`src/rtl/cnt_pkg.sv`:
```
// Package: shared types and helpers for the counter stage.
// Assumes a decade stage is at least 4 bits wide.
package cnt_pkg;

    // Operation selected for the next rising edge (clear handled separately).
    typedef enum logic [1:0] {
        OP_HOLD  = 2'd0,
        OP_COUNT = 2'd1,
        OP_LOAD  = 2'd2
    } cnt_op_e;

    // Last value of the modulus: nine for decade, all ones for binary.
    function automatic int unsigned last_value(int unsigned width, bit decade);
        if (decade) return 9;
        return (1 << width) - 1;
    endfunction

endpackage

```
`src/rtl/cnt_ctrl.sv`:
```
// Control decode: picks load, count or hold from the preset and enable pins.
// Assumes clear has already been handled by the register stage.
module cnt_ctrl
    import cnt_pkg::*;
(
    input  logic    preset_n,
    input  logic    cnt_en,
    input  logic    chain_en,
    output cnt_op_e op
);

    // Preset wins over counting; counting needs both enables.
    always_comb begin
        if (!preset_n)
            op = OP_LOAD;
        else if (cnt_en && chain_en)
            op = OP_COUNT;
        else
            op = OP_HOLD;
    end

endmodule

```
`src/rtl/cnt_next.sv`:
```
// Next-state logic: computes the value the count register takes on an edge.
// Any value at or above LAST wraps to zero on a count, which also brings an
// out-of-range decade preset back into range.
module cnt_next
    import cnt_pkg::*;
#(
    parameter int unsigned WIDTH = 4,
    parameter logic [WIDTH-1:0] LAST = '1
) (
    input  cnt_op_e          op,
    input  logic [WIDTH-1:0] cur,
    input  logic [WIDTH-1:0] load_val,
    output logic [WIDTH-1:0] nxt
);

    // Select the loaded, incremented or held value.
    always_comb begin
        unique case (op)
            OP_LOAD:  nxt = load_val;
            OP_COUNT: nxt = (cur >= LAST) ? '0 : cur + 1'b1;
            default:  nxt = cur;
        endcase
    end

endmodule

```
`src/rtl/cnt_carry.sv`:
```
// Carry logic: flags the last count value, qualified by the chain enable.
// Purely combinational, so a chain settles within one cycle.
module cnt_carry #(
    parameter int unsigned WIDTH = 4,
    parameter logic [WIDTH-1:0] LAST = '1
) (
    input  logic [WIDTH-1:0] cur,
    input  logic             chain_en,
    output logic             carry
);

    // Carry when enabled and at the last value.
    always_comb carry = chain_en && (cur == LAST);

endmodule

```
`src/rtl/sync_count_stage.sv`:
```
// Top: one cascadable counter stage with preset, two enables and a carry.
// DECADE selects a 0..9 modulus; ASYNC_CLR selects the clear style.
// Assumes clear_n is held low across at least one rising edge.
module sync_count_stage
    import cnt_pkg::*;
#(
    parameter int unsigned WIDTH     = 4,
    parameter bit          DECADE    = 1'b0,
    parameter bit          ASYNC_CLR = 1'b0
) (
    input  logic             clk,
    input  logic             clear_n,
    input  logic             preset_n,
    input  logic             cnt_en,
    input  logic             chain_en,
    input  logic [WIDTH-1:0] preset_val,
    output logic [WIDTH-1:0] count,
    output logic             carry_out
);

    localparam int unsigned      LAST_INT = last_value(WIDTH, DECADE);
    localparam logic [WIDTH-1:0] LAST     = WIDTH'(LAST_INT);

    cnt_op_e          op;
    logic [WIDTH-1:0] nxt;
    logic [WIDTH-1:0] cnt_q;

    cnt_ctrl u_ctrl (
        .preset_n (preset_n),
        .cnt_en   (cnt_en),
        .chain_en (chain_en),
        .op       (op)
    );

    cnt_next #(.WIDTH(WIDTH), .LAST(LAST)) u_next (
        .op       (op),
        .cur      (cnt_q),
        .load_val (preset_val),
        .nxt      (nxt)
    );

    cnt_carry #(.WIDTH(WIDTH), .LAST(LAST)) u_carry (
        .cur      (cnt_q),
        .chain_en (chain_en),
        .carry    (carry_out)
    );

    generate
        if (ASYNC_CLR) begin : g_async
            // Count register, cleared at once by a low clear_n.
            always_ff @(posedge clk or negedge clear_n) begin
                if (!clear_n) cnt_q <= '0;
                else          cnt_q <= nxt;
            end

            // count stays zero while clear is held.
            a_r7_async_zero: assert property (@(posedge clk)
                $past(!clear_n) && !clear_n |-> cnt_q == '0);
        end else begin : g_sync
            // Count register, cleared on the edge that samples clear_n low.
            always_ff @(posedge clk) begin
                if (!clear_n) cnt_q <= '0;
                else          cnt_q <= nxt;
            end

            // a sampled low clear gives zero after the edge.
            a_r6_sync_zero: assert property (@(posedge clk)
                !clear_n |=> cnt_q == '0);
        end
    endgenerate

    assign count = cnt_q;

    // preset copies the data word regardless of the enables.
    a_r3_preset: assert property (@(posedge clk) disable iff (!clear_n)
        !preset_n |=> cnt_q == $past(preset_val));

    // a missing enable holds the count.
    a_r4_hold: assert property (@(posedge clk) disable iff (!clear_n)
        preset_n && !(cnt_en && chain_en) |=> $stable(cnt_q));

    // an in-range count step adds one.
    a_r1_step: assert property (@(posedge clk) disable iff (!clear_n)
        preset_n && cnt_en && chain_en && cnt_q < LAST |=> cnt_q == $past(cnt_q) + 1'b1);

    // counting from the last value or beyond returns to zero.
    a_r8_wrap: assert property (@(posedge clk) disable iff (!clear_n)
        preset_n && cnt_en && chain_en && cnt_q >= LAST |=> cnt_q == '0);

    // carry only with chain enable at the last value.
    a_r5_carry_qual: assert property (@(posedge clk) disable iff (!clear_n)
        carry_out |-> chain_en && cnt_q == LAST);

    // a low chain enable always suppresses the carry.
    a_r5_carry_gate: assert property (@(posedge clk) disable iff (!clear_n)
        !chain_en |-> !carry_out);

endmodule

```
`config.mk`:
```
export PLATFORM = sky130hd
export DESIGN_NAME = sync_count_stage
export DESIGN_NICKNAME = d
export VERILOG_FILES = /design/src/rtl/cnt_pkg.sv /design/src/rtl/cnt_ctrl.sv /design/src/rtl/cnt_next.sv /design/src/rtl/cnt_carry.sv /design/src/rtl/sync_count_stage.sv
export SDC_FILE = /design/constraint.sdc
export NUM_CORES = 1
export LEC_CHECK = 0
export BUFFER_PORTS_ARGS = -buffer_cell sky130_fd_sc_hd__buf_2
export CORE_AREA = 2 2 39 41
export DETAILED_ROUTE_END_ITERATION = 10
export DIE_AREA = 0 0 41 43
export GPL_TIMING_DRIVEN = 0
export HOLD_SLACK_MARGIN = 0.08
export PLACE_DENSITY_LB_ADDON = 0.3
export SLEW_MARGIN = 20
export SYNTH_ARGS = -nofsm -noshare
export SYNTH_HDL_FRONTEND = slang
export SYNTH_SLANG_ARGS = --single-unit
```
`constraint.sdc`:
```
create_clock -name clk -period 3.41 [get_ports clk]
set_input_delay 0.5115 -clock clk [delete_from_list [all_inputs] [get_ports clk]]
set_output_delay 0.5115 -clock clk [all_outputs]
set_load 0.05 [all_outputs]
```
---- Word level (Yosys, flattened, before mapping) ----
Index checks and enable logic that the tools add are counted.
Widths: inputs -> output; s select.
cells by class
  $add $sub $neg .......................... 1
  magnitude comparators ................... 1
  equal/unequal tests ..................... 3
  muxes and demuxes ....................... 4
  reductions and logical operators ........ 3
operators with widths
  operator             number
  $pmux 4 s2           1
  $add 4x1->4 const B  1
  $eq 4x4->1 const B   1
  $ge 4x4->1 const B   1
  $mux 4               1
  $eq 2x1->1 const B   1
  $eq 2x2->1 const B   1
  $logic_and 1x1->1    2
  $mux 2               1
  $reduce_bool 2->1    1
  $mux 1               1
word-level totals
  register bits ........................... 4
  word-level logic and storage cells ...... 13

---- Logic depth before layout (Yosys ltp) ----
  word-level depth ........................ 5
  mapped depth ............................ 4
  mapped depth without buffers ............ 4

---- Hierarchy ----
A second synthesis with hierarchy kept.
second synthesis, totals
  cell total of the unflattened synthesis .. 38
  area total of the unflattened synthesis .. 301.5 sq um
modules (own cells, without submodules)
  module            instances  cells each  area an instance (sq um)  sequential area each (sq um)
  cnt_next          1          25          173.9                     0.0
  sync_count_stage  1          8           105.1                     80.1
  cnt_carry         1          3           12.5                      0.0
  cnt_ctrl          1          2           10.0                      0.0

---- Worst setup path before layout ----
No wires, ideal clock.
  kind .................................... register to output
  from .................................... reg cnt_q[0] (netlist: count[0])
  to ...................................... out carry_out
  arrival time ............................ 1.374 ns
  data required time ...................... 2.898 ns
  slack ................................... 1.525 ns
  stages on the path, launching flop included .. 3
  cells stage by stage .................... dfxtp_1 ha_1 and4_2
on the way
  cells in the longest elaborated chain, start to end .. 2
ends and longest elaborated chain
  element                 RTL line                source
  from (decl)             sync_count_stage.sv:26  logic [WIDTH-1:0] cnt_q;
  from (signal assigned)  sync_count_stage.sv:63  else cnt_q <= nxt;
  $eq 4x4->1              cnt_carry.sv:13         always_comb carry = chain_en && (cur == LAST);
  $logic_and 1x1->1       cnt_carry.sv:13
  to (decl)               sync_count_stage.sv:18  output logic carry_out
Every way passes these cells.

---- Final worst setup path ----
Ends and elaborated chain as after synthesis.

==> metrics.csv <==
metric,value,unit
dp_cells,56,
grtUsageTotal,8.73,%
hold_class,flip-flop to flip-flop,
cts_buffers,3,
coreArea,1380,sq um
grt_pass1_wl,966,um
grt_setup_unrepaired,false,
ys_ff_latch,4,
cts_buffer_depth,2,
critPathMaxFanout,6,
slew_headroom,83.4,%
synth_top_cell_by_area,dfxtp_1,
outcome,finished clean,
drtIter0Drc,5,
cts-root-buf,clkbuf_4,
clk_latency,230,ps
tns,0,ps
hpwl,481,um
cap_violations,0,
syn_inst,27,
fin_crit,1870,ps
worstPathArrival,1350,ps
dieHeight,43,um
viasPerCell,4.63,
crit_required,2900,ps
end_kind,primary output,
synth_ff_type,dfxtp_1,
tritoncts,yes,
io_pins,14,
ys_async_sr_fraction,0,%
clk_pin_slew,40,ps
powerDensity,442,nW/um^2
layout.cells.non_filler,59,
final_cell_area,332,sq um
yosysWarningCount,0,
finalHoldViolations,0,
start_kind,flip-flop,
grt_max_degree,9,
drive_gt1_share,41.9,%
cts-resized-gates,0,
clock.fmax,536,MHz
cts_num_sinks,4,
wl_per_cell,10.5,um
placement_rows,14,
worstSetupStartpoint,count[0]$_SDFFE_PN0P_,
drc,0,
largest_reg_flops,4,
synth_top_cell_area_share,35.8,%
hp-start,count[1]$_SDFFE_PN0P_,
synth_edf_count,0,
grt_pass1_vias,247,
critPathKind,flip-flop to primary output,
synthToLayoutAreaGrowth,48.0,%
cts_max_level,1,
dr_total_vias,273,
first_pass_iters,4,
seq_area_frac_synth,35.8,%
overflow,0,
finalSetupViolCount,0,
synth_area_leaders,"dfxtp_1, o21ai_0, a21oi_1, nand3_1, ha_1",
num-nets-final,55,
port_buffers,13,
worst_clock_skew,1.63,ps
rr_startpoint,count[0]$_SDFFE_PN0P_,
synth_cell_types,16,
ant_nets,0,
cts_hold_buf,0,
worstMarginPinSlew,251,ps
antenna_cells,0,
p_leak,0.149,nW
die_w,41,um
globalplace.congestion,0.643,
antenna_found_initial,0,
syn_area_per_cell,8.30,sq um
start_util,16.2,%
wirelength,620,um
finalCritPeriodShare,54.7,%
drv_slew,0,
synthTopCellsByCount,"dfxtp_1, o21ai_0, a21oi_1, nand3_1, nand2_1",
placed_cell_area,309,sq um
synthesis.area,224,sq um
die-area,1760,sq um
synth_nets,37,
ir_drop,0.000102,V
cts_setup_buffers,0,
-- cells by family (layout without fill, tap and decap cells) --
family	count (synthesis)	in the layout	share of synthesized area, %
buf+inv	1	17	1.67
simple gates	9	9	22.9
compound gates	11	11	30.2
xor+xnor	1	1	3.91
fa+ha+maj	1	1	5.59
flops	4	4	35.8
-- path summary, 6_finish.rpt --
kind	to	slack (ps)	cells after the start
worst max-delay path	carry_out	1540	3
worst min-delay path	count[1]$_SDFFE_PN0P_	530	2
worst max register to register	count[0]$_SDFFE_PN0P_	2190	3
worst min register to register	count[1]$_SDFFE_PN0P_	530	2
-- metrics by stage --
stage	hold slack, ps	utilization, %	power [mW]	setup slack [ps]
floorplan	601	-	0.0765	1520
global placement	537	22.3	0.0898	1790
detailed placement	529	22.3	0.0895	1780
CTS	526	24.0	0.150	1540
global route	552	24.0	0.157	1490
finish	531	24.0	0.147	1540
-- where the power goes --
group	internal (mW)	leakage, nW	switching [mW]
Combinational	0.0109	0.101	0.0226
Clock	0.0393	0.0138	0.0185
Sequential	0.0507	0.0333	0.00468
-- metal layers --
metal / wire length, um / vias up / GRT usage [%]
li1: - / 139 / -
met1: 292 / 126 / 10.6
met2: 300 / 8 / 11.3
met3: 27 / 0 / 1.57
met4: 0 / 0 / 10.0
met5: 0 / - / 0
-- worst max-delay path, cell delays in order (launching register included) --
cell     delay [ps]
dfxtp_1         410
ha_1            240
and4_2          220
buf_2           250
-- cells in the final DEF, fill, tap and decap left out --
master,instances
dfxtp_1,4
inv_1,1
buf_2,13
and4_2,1
nand2_1,2
a31oi_1,1
clkbuf_4,3
nand4b_1,1
nor2_1,1
o21a_1,1
ha_1,1
a311oi_1,1
a311o_1,1
o21ai_0,4
a21oi_1,3
nand2_2,1
nand3_1,3
xor2_1,1
-- area by class of cell --
cell class | count | area, sq um
Inverter | 1 | 3.75
Sequential cell | 4 | 80.1
Fill cell | 156 | 1050
Timing Repair Buffer | 13 | 65.1
Multi-Input combinational cell | 22 | 140
Tap cell | 16 | 20.0
Clock buffer | 3 | 22.5
Power figures use the tool's default switching activity.
